## src/rtl/div_pkg.sv

```systemverilog
package div_pkg;
   typedef enum logic [1:0] {
      ST_IDLE  = 2'd0,
      ST_ALIGN = 2'd1,
      ST_LOOP  = 2'd2,
      ST_FIX   = 2'd3
   } div_state_e;
endpackage

```

## src/rtl/div_sign_prep.sv

```systemverilog
module div_sign_prep #(
   parameter int WIDTH     = 32,
   parameter bit SIGNED_EN = 1'b1
) (
   input  logic [WIDTH-1:0] dividend_i,
   input  logic [WIDTH-1:0] divisor_i,
   input  logic             signed_i,
   output logic [WIDTH-1:0] mag_a_o,
   output logic [WIDTH-1:0] mag_b_o,
   output logic             neg_q_o,
   output logic             neg_r_o
);
   generate
      if (SIGNED_EN) begin : g_signed
         logic neg_a;
         logic neg_b;
         assign neg_a   = signed_i & dividend_i[WIDTH-1];
         assign neg_b   = signed_i & divisor_i[WIDTH-1];
         // Magnitude of the most negative value fits as unsigned WIDTH bits
         assign mag_a_o = neg_a ? (~dividend_i + 1'b1) : dividend_i;
         assign mag_b_o = neg_b ? (~divisor_i + 1'b1) : divisor_i;
         assign neg_q_o = neg_a ^ neg_b;
         assign neg_r_o = neg_a;
      end else begin : g_unsigned
         logic unused_signed;
         assign unused_signed = signed_i;
         assign mag_a_o = dividend_i;
         assign mag_b_o = divisor_i;
         assign neg_q_o = 1'b0;
         assign neg_r_o = 1'b0;
      end
   endgenerate
endmodule

```

## src/rtl/div_step.sv

```systemverilog
module div_step #(
   parameter int WIDTH = 32
) (
   input  logic [WIDTH:0]   hi_i,
   input  logic [WIDTH-1:0] lo_i,
   input  logic [WIDTH-1:0] dvsr_i,
   output logic [WIDTH:0]   hi_o,
   output logic [WIDTH-1:0] lo_o,
   output logic             qbit_o
);
   localparam int DW = WIDTH + 2;

   logic [DW-1:0]    diff;
   logic             below;
   logic [WIDTH-1:0] kept;

   // One subtract over the widened partial remainder
   assign diff   = {1'b0, hi_i} - {2'b00, dvsr_i};
   assign below  = diff[DW-1];
   // Restore by selecting the unmodified value when the difference went negative
   assign kept   = below ? hi_i[WIDTH-1:0] : diff[WIDTH-1:0];
   assign qbit_o = ~below;
   // Shift the whole register left, the quotient bit entering at the bottom
   assign hi_o   = {kept, lo_i[WIDTH-1]};
   assign lo_o   = {lo_i[WIDTH-2:0], qbit_o};
endmodule

```

## src/rtl/div_sign_fix.sv

```systemverilog
module div_sign_fix #(
   parameter int WIDTH     = 32,
   parameter bit SIGNED_EN = 1'b1
) (
   input  logic [WIDTH-1:0] qmag_i,
   input  logic [WIDTH-1:0] rmag_i,
   input  logic             neg_q_i,
   input  logic             neg_r_i,
   output logic [WIDTH-1:0] quo_o,
   output logic [WIDTH-1:0] rem_o
);
   generate
      if (SIGNED_EN) begin : g_fix
         assign quo_o = neg_q_i ? (~qmag_i + 1'b1) : qmag_i;
         assign rem_o = neg_r_i ? (~rmag_i + 1'b1) : rmag_i;
      end else begin : g_pass
         logic unused_flags;
         assign unused_flags = neg_q_i | neg_r_i;
         assign quo_o = qmag_i;
         assign rem_o = rmag_i;
      end
   endgenerate
endmodule

```

## src/rtl/seq_restoring_div.sv

```systemverilog
module seq_restoring_div
   import div_pkg::*;
#(
   parameter int WIDTH     = 32,
   parameter bit SIGNED_EN = 1'b1
) (
   input  logic             clk,
   input  logic             rst_n,
   input  logic             start_i,
   input  logic             signed_i,
   input  logic [WIDTH-1:0] dividend_i,
   input  logic [WIDTH-1:0] divisor_i,
   output logic [WIDTH-1:0] quo_o,
   output logic [WIDTH-1:0] rem_o,
   output logic             done_o,
   output logic             dz_o
);
   localparam int CNT_W = (WIDTH > 2) ? $clog2(WIDTH) : 1;
   localparam logic [CNT_W-1:0] LAST = CNT_W'(WIDTH - 1);

   generate
      if (WIDTH < 2) begin : g_bad_width
         $error("seq_restoring_div: WIDTH must be at least 2");
      end
   endgenerate

   div_state_e       state_q;
   logic [WIDTH:0]   hi_q;
   logic [WIDTH-1:0] lo_q;
   logic [WIDTH-1:0] dvsr_q;
   logic [CNT_W-1:0] cnt_q;
   logic             neg_q_q;
   logic             neg_r_q;
   logic [WIDTH-1:0] quo_q;
   logic [WIDTH-1:0] rem_q;
   logic             done_q;
   logic             dz_q;

   logic [WIDTH-1:0] mag_a;
   logic [WIDTH-1:0] mag_b;
   logic             neg_q_in;
   logic             neg_r_in;
   logic [WIDTH:0]   hi_step;
   logic [WIDTH-1:0] lo_step;
   logic             qbit;
   logic [WIDTH-1:0] quo_fix;
   logic [WIDTH-1:0] rem_fix;

   div_sign_prep #(.WIDTH(WIDTH), .SIGNED_EN(SIGNED_EN)) u_prep (
      .dividend_i (dividend_i),
      .divisor_i  (divisor_i),
      .signed_i   (signed_i),
      .mag_a_o    (mag_a),
      .mag_b_o    (mag_b),
      .neg_q_o    (neg_q_in),
      .neg_r_o    (neg_r_in)
   );

   div_step #(.WIDTH(WIDTH)) u_step (
      .hi_i   (hi_q),
      .lo_i   (lo_q),
      .dvsr_i (dvsr_q),
      .hi_o   (hi_step),
      .lo_o   (lo_step),
      .qbit_o (qbit)
   );

   // Correction: only the remainder half moves back right by one
   div_sign_fix #(.WIDTH(WIDTH), .SIGNED_EN(SIGNED_EN)) u_fix (
      .qmag_i  (lo_q),
      .rmag_i  (hi_q[WIDTH:1]),
      .neg_q_i (neg_q_q),
      .neg_r_i (neg_r_q),
      .quo_o   (quo_fix),
      .rem_o   (rem_fix)
   );

   always_ff @(posedge clk or negedge rst_n) begin
      if (!rst_n) begin
         state_q <= ST_IDLE;
         hi_q    <= '0;
         lo_q    <= '0;
         dvsr_q  <= '0;
         cnt_q   <= '0;
         neg_q_q <= 1'b0;
         neg_r_q <= 1'b0;
         quo_q   <= '0;
         rem_q   <= '0;
         done_q  <= 1'b0;
         dz_q    <= 1'b0;
      end else begin
         done_q <= 1'b0;
         dz_q   <= 1'b0;
         unique case (state_q)
            ST_IDLE: begin
               if (start_i) begin
                  if (divisor_i == '0) begin
                     done_q <= 1'b1;
                     dz_q   <= 1'b1;
                  end else begin
                     hi_q    <= '0;
                     lo_q    <= mag_a;
                     dvsr_q  <= mag_b;
                     neg_q_q <= neg_q_in;
                     neg_r_q <= neg_r_in;
                     cnt_q   <= '0;
                     state_q <= ST_ALIGN;
                  end
               end
            end
            ST_ALIGN: begin
               hi_q    <= {hi_q[WIDTH-1:0], lo_q[WIDTH-1]};
               lo_q    <= {lo_q[WIDTH-2:0], 1'b0};
               state_q <= ST_LOOP;
            end
            ST_LOOP: begin
               hi_q  <= hi_step;
               lo_q  <= lo_step;
               cnt_q <= cnt_q + 1'b1;
               if (cnt_q == LAST) begin
                  state_q <= ST_FIX;
               end
            end
            ST_FIX: begin
               quo_q   <= quo_fix;
               rem_q   <= rem_fix;
               done_q  <= 1'b1;
               state_q <= ST_IDLE;
            end
            default: state_q <= ST_IDLE;
         endcase
      end
   end

   assign quo_o  = quo_q;
   assign rem_o  = rem_q;
   assign done_o = done_q;
   assign dz_o   = dz_q;

   // completion is only reported from the idle state
   p_done_idle_r6: assert property (@(posedge clk) disable iff (!rst_n)
      done_o |-> state_q == ST_IDLE);

   // the zero-divisor flag never appears without completion
   p_dz_with_done_r8: assert property (@(posedge clk) disable iff (!rst_n)
      dz_o |-> done_o);

   // operands captured at acceptance stay fixed while busy
   p_busy_stable_r7: assert property (@(posedge clk) disable iff (!rst_n)
      (state_q != ST_IDLE && $past(state_q) != ST_IDLE)
         |-> ($stable(dvsr_q) && $stable(neg_q_q) && $stable(neg_r_q)));

   // the partial remainder entering a step is below twice the divisor
   p_partial_bound_r2: assert property (@(posedge clk) disable iff (!rst_n)
      state_q == ST_LOOP |-> hi_q < {dvsr_q, 1'b0});

   // the correction cycle follows the last iteration
   p_fix_after_loop_r5: assert property (@(posedge clk) disable iff (!rst_n)
      state_q == ST_FIX |-> ($past(state_q) == ST_LOOP && $past(cnt_q) == LAST));

   // the iteration counter stays in range
   p_count_range_r5: assert property (@(posedge clk) disable iff (!rst_n)
      state_q == ST_LOOP |-> cnt_q <= LAST);

   // results only change on completion
   p_hold_r9: assert property (@(posedge clk) disable iff (!rst_n)
      !done_o |-> ($stable(quo_o) && $stable(rem_o)));
endmodule

```

## config.mk

```make
export PLATFORM = sky130hd
export DESIGN_NAME = seq_restoring_div
export DESIGN_NICKNAME = d
export VERILOG_FILES = /design/src/rtl/div_pkg.sv /design/src/rtl/div_sign_prep.sv /design/src/rtl/div_step.sv /design/src/rtl/div_sign_fix.sv /design/src/rtl/seq_restoring_div.sv
export SDC_FILE = /design/constraint.sdc
export NUM_CORES = 1
export LEC_CHECK = 0
export BUFFER_PORTS_ARGS = -buffer_cell sky130_fd_sc_hd__buf_2
export CORE_ASPECT_RATIO = 1.4
export CORE_UTILIZATION = 30
export CTS_CLUSTER_SIZE = 28
export DETAILED_ROUTE_END_ITERATION = 12
export PLACE_DENSITY = 0.57
export SLEW_MARGIN = 25
export SYNTH_ARGS = -nofsm -noshare
export SYNTH_HDL_FRONTEND = slang
export SYNTH_HIERARCHICAL = 1
export SYNTH_SLANG_ARGS = --single-unit
```

## constraint.sdc

```tcl
create_clock -name clk -period 2.7 [get_ports clk]
set_input_delay 0.675 -clock clk [delete_from_list [all_inputs] [get_ports clk]]
set_output_delay 0.675 -clock clk [all_outputs]
set_load 0.01 [all_outputs]
```

==> flow_summary.rst <==
.. list-table::
   :header-rows: 1

   * - Metric
     - Value
   * - Outcome
     - finished with violations
   * - Violated checks
     - negative setup slack
   * - Cell-internal power
     - 0.00957 W
   * - Clock share of power
     - 14.5%
   * - Clock Sinks
     - 172
   * - Total of endpoints with negative setup slack in the final report
     - 1
   * - Critical path peak fanout
     - 3
   * - Count of fill cells added during filler insertion
     - 4338
   * - Critical Path AT
     - 3030 ps
   * - Top achievable clock speed
     - 0.369 GHz
   * - Share of Yosys cell area claimed by the top area cell type
     - 32.7%
   * - Combined area of all synthesized cells
     - 0.0132 mm2
   * - Category of the worst setup path capture point
     - register
   * - Share of total power consumed by net switching
     - 45.1%
   * - Die outline height
     - 250 um
   * - Cell with the largest stage delay on the worst path
     - dfrtp_1
   * - Series of cell instances along the critical path
     - inv_1 -> ha_2 -> inv_2 -> fa_2 -> a21o_1 -> a31oi_4 -> buf_6 -> nor2_4 -> o21a_1 -> o31ai_4 -> xnor2_1 -> mux2_4 -> a22oi_2 -> o2bb2ai_1
   * - Port Buf Inserts
     - 133
   * - Class of the most critical setup path
     - reg -> reg
   * - Count of different cell masters after synthesis
     - 91
   * - Stage delay of the slowest cell on the critical path
     - 380 ps
   * - Power share of the combinational group
     - 59.9%
   * - Number of warning messages in the yosys log
     - 6
   * - Net count of the mapped netlist
     - 1547
   * - Instance count of the mapped netlist
     - 1436
   * - Syn-to-layout area delta
     - 25.7%
   * - Antenna violations before repair
     - 0
   * - Register area share after synthesis
     - 32.7%
   * - Sequential group share of total power
     - 25.7%
   * - Wire length of the first global-routing pass
     - 66300 um
   * - Number of I/O pins
     - 134
   * - Number of nets in the layout
     - 1782
   * - Cell accounting for the most synthesized area
     - dfrtp_1
   * - Final clock period utilization by the worst path
     - 100%
   * - Post-synthesis average cell area
     - 9.16 um2
   * - Max Clock Skew
     - 12.0 ps
   * - H-tree depth reported by CTS
     - 4
   * - Clock buffer count from CTS
     - 17
   * - Largest net degree at the start of global routing
     - 56
   * - Antenna diode count
     - 0
   * - Core area
     - 0.0431 mm2
   * - Data required time at the worst endpoint
     - 3020 ps
   * - CTS tree
     - built
   * - Reported net switching power
     - 0.00785 W
   * - Die Width
     - 179 um
   * - Clock latency at the later pin of the worst-skew pair
     - 440 ps
   * - Via count of the first global-routing pass
     - 11871
   * - Static Leakage
     - 7.23 nW
   * - Time the worst path needs with I/O delays and setup
     - 2710 ps
   * - Critical path startpoint category
     - register
   * - Max capacitance violation total
     - 0
   * - Area contributors post-synth
     - dfrtp_1, mux2_2, xnor2_1, o21ai_0, ha_1
   * - Sum of negative setup slack
     - -8.13 ps
   * - Worst vdd rail ir drop
     - 0.581 mV
   * - Cells on worst reg2reg path
     - 14
   * - Via density per instance
     - 5.36
   * - Reg-to-reg critical path endpoint
     - hi_q[13]$_DFFE_PN0P_
   * - Per-cell routed wire length
     - 19.3 um
   * - Number of design rule violations left after detail routing
     - 0
   * - Max transition margin
     - 57.0%
   * - Worst min-delay path category
     - in -> async
   * - Remaining antenna violation count
     - 0
   * - Proportion of register bits with asynchronous set or reset after synthesis
     - 100%
   * - Full die area
     - 0.0447 mm2
   * - Router iterations before antenna repair
     - 5
   * - Max-slew violations
     - 0
   * - Number of register bits inferred by synthesis
     - 172
   * - Worst-Margin Slew
     - 645 ps
   * - Starting density of the core
     - 30.5%
   * - Launching point of the worst reg2reg path
     - hi_q[0]$_DFFE_PN0P_
   * - WL final
     - 43100 um
   * - Total power of the final layout
     - 0.0174 W
   * - Worst-case register-to-register setup slack
     - -8 ps
   * - Layout cell share with drive strength beyond 1
     - 35.0%
   * - Max Buffers Root-to-Sink
     - 2
   * - Clock Tree Root
     - clkbuf_16
   * - Detailed Route Iter0 Violations
     - 735
   * - Sum of net half-perimeters after detailed placement
     - 33100 um
   * - Unrepaired setup endpoints after global routing
     - true
   * - Post-synth EDFFs
     - 0
   * - Routability congestion estimate
     - 0.935
   * - Ys flop type
     - dfrtp_1
   * - Number of rows in the core area
     - 90
   * - Vias
     - 11992
   * - Worst-case setup slack after placement
     - -102 ps
   * - Post-layout worst setup margin
     - -8.13 ps
   * - Total Routing Usage GR
     - 19.2%
   * - Remaining global-route overflow
     - 0
   * - Power density over cell area
     - 1050 mW/mm2
   * - Clock slew at reported path FFs
     - 70 ps
   * - Hold violation count in the final report
     - 0
-- state kept, by name, indices dropped and copies added (netlist names) --
signal   cells
lo_q        32
neg_q_q      1
dz_o         1
quo_o       32
cnt_q        5
hi_q        33
state_q      2
dvsr_q      32
rem_o       32
neg_r_q      1
done_o       1
-- what timing repair did --
action,4_1_cts,5_1_grt
pin swaps,15,41
cloned,1,3
hold buffers,0,0
resized for setup,17,75
setup endpoints to repair,12,36
buffers inserted,3,10
-- layout by cell type, fill, tap and decap left out, types with 7 or more instances in the layout --
cell / count
a21o_1: 12
a21oi_1: 38
a21oi_2: 10
a22oi_1: 59
a31oi_1: 19
buf_12: 9
buf_2: 132
buf_4: 187
clkbuf_16: 19
dfrtp_1: 167
ha_1: 27
ha_4: 9
inv_1: 55
mux2_2: 100
nand2_1: 110
nand2b_1: 10
nand3_1: 49
nand4_1: 16
nor2_1: 52
nor3_1: 22
nor4_1: 21
o211ai_1: 7
o21ai_0: 99
o21ai_1: 20
o21ai_2: 7
o2bb2ai_1: 32
o31ai_1: 31
o41ai_1: 12
o41ai_2: 11
or2_2: 9
or3_1: 13
or4_1: 16
xnor2_1: 103
xor2_1: 36
-- cell usage after synthesis, types with 4 or more instances --
master / instances
nand3_1: 49
and4_1: 4
or3_1: 13
nand2_1: 112
and2_1: 6
xnor2_1: 103
o2bb2ai_1: 32
o41ai_1: 13
o21a_1: 5
and3_1: 6
inv_1: 58
or4_1: 16
nor2b_1: 6
dfrtp_1: 172
ha_1: 42
o31ai_1: 37
nor4_1: 21
o211ai_1: 7
buf_1: 10
o21bai_1: 4
o21ai_1: 12
clkbuf_1: 41
a31oi_1: 21
buf_2: 17
or4_4: 5
nand2b_1: 10
nand4_1: 16
a22oi_1: 62
o21ai_0: 112
a21oi_1: 45
or2_2: 9
xor2_1: 37
nor3_1: 25
a21o_1: 12
mux2_2: 101
buf_4: 46
buf_6: 7
o41ai_2: 11
nor2_1: 55
-- cell type report --
type	instances	area (um2)	share of cell area [%]
Clock buffer	19	433	2.62
Sequential cell	172	4310	26.1
Multi-Input combinational cell	1084	8340	50.4
Tap cell	552	691	4.18
Timing Repair Buffer	336	2380	14.4
Inverter	60	228	1.38
Clock inverter	13	154	0.930
-- worst max-delay path, delay by kind of cell, from the launching register on --
kind / cells / cell delay [ps]
AOI/OAI and AO/OA: 6 / 1040
xor gates and xnor gates: 1 / 90
adders and majority gates: 2 / 520
buffers and inverters: 3 / 250
DFF: 1 / 380
muxes: 1 / 260
and+or+nand+nor: 1 / 40
-- power by group through the flow --
stage | clock (W) | sequential, W | combinational (W)
finish | 0.00252 | 0.00447 | 0.0104
floorplan | 0 | 0.00459 | 0.00655
CTS | 0.00259 | 0.00448 | 0.0102
detailed placement | 0 | 0.00452 | 0.0101
global route | 0.00268 | 0.00463 | 0.0114
global placement | 0 | 0.00448 | 0.00996
-- stage by stage --
step	hold slack [ps]	instance area [um2]	utilization [%]	std cells
after floorplan	379	13200	-	1436
after global placement	481	15300	35.6	2187
after detailed placement	489	15300	35.6	2187
after CTS	250	16100	37.3	2223
after global routing	255	16500	38.3	2236
final	233	16500	38.3	2236
-- worst max path at each step --
stage / depth (start not counted) / from / endpoint
after global placement: 10 / hi_q[26]$_DFFE_PN0P_ / hi_q[2]$_DFFE_PN0P_
after floorplan: 13 / hi_q[0]$_DFFE_PN0P_ / hi_q[23]$_DFFE_PN0P_
after CTS: 13 / hi_q[0]$_DFFE_PN0P_ / hi_q[29]$_DFFE_PN0P_
after detailed placement: 13 / hi_q[0]$_DFFE_PN0P_ / hi_q[29]$_DFFE_PN0P_
final: 14 / hi_q[0]$_DFFE_PN0P_ / hi_q[13]$_DFFE_PN0P_
after global routing: 13 / hi_q[0]$_DFFE_PN0P_ / hi_q[29]$_DFFE_PN0P_
-- cells by family (layout without fill, tap and decap cells) --
logic type	Yosys count	after routing	share of synthesized area, %
and+or+nand+nor	370	371	14.5
xor gates and xnor gates	140	140	9.32
AOI/OAI and AO/OA	426	426	23.4
DFF	172	172	32.7
muxes	104	104	8.96
adders and majority gates	43	43	4.15
buffers and inverters	181	428	7.04
-- routing by layer --
metal	vias to the layer above	part of all wire, %	track usage [%]
met5	-	0	0
li1	5748	-	-
met1	5894	37	20.2
met3	78	2.6	1.92
met2	272	56	37.3
met4	0	4.5	8.38
Note: power is estimated with default switching activity, not from simulation.
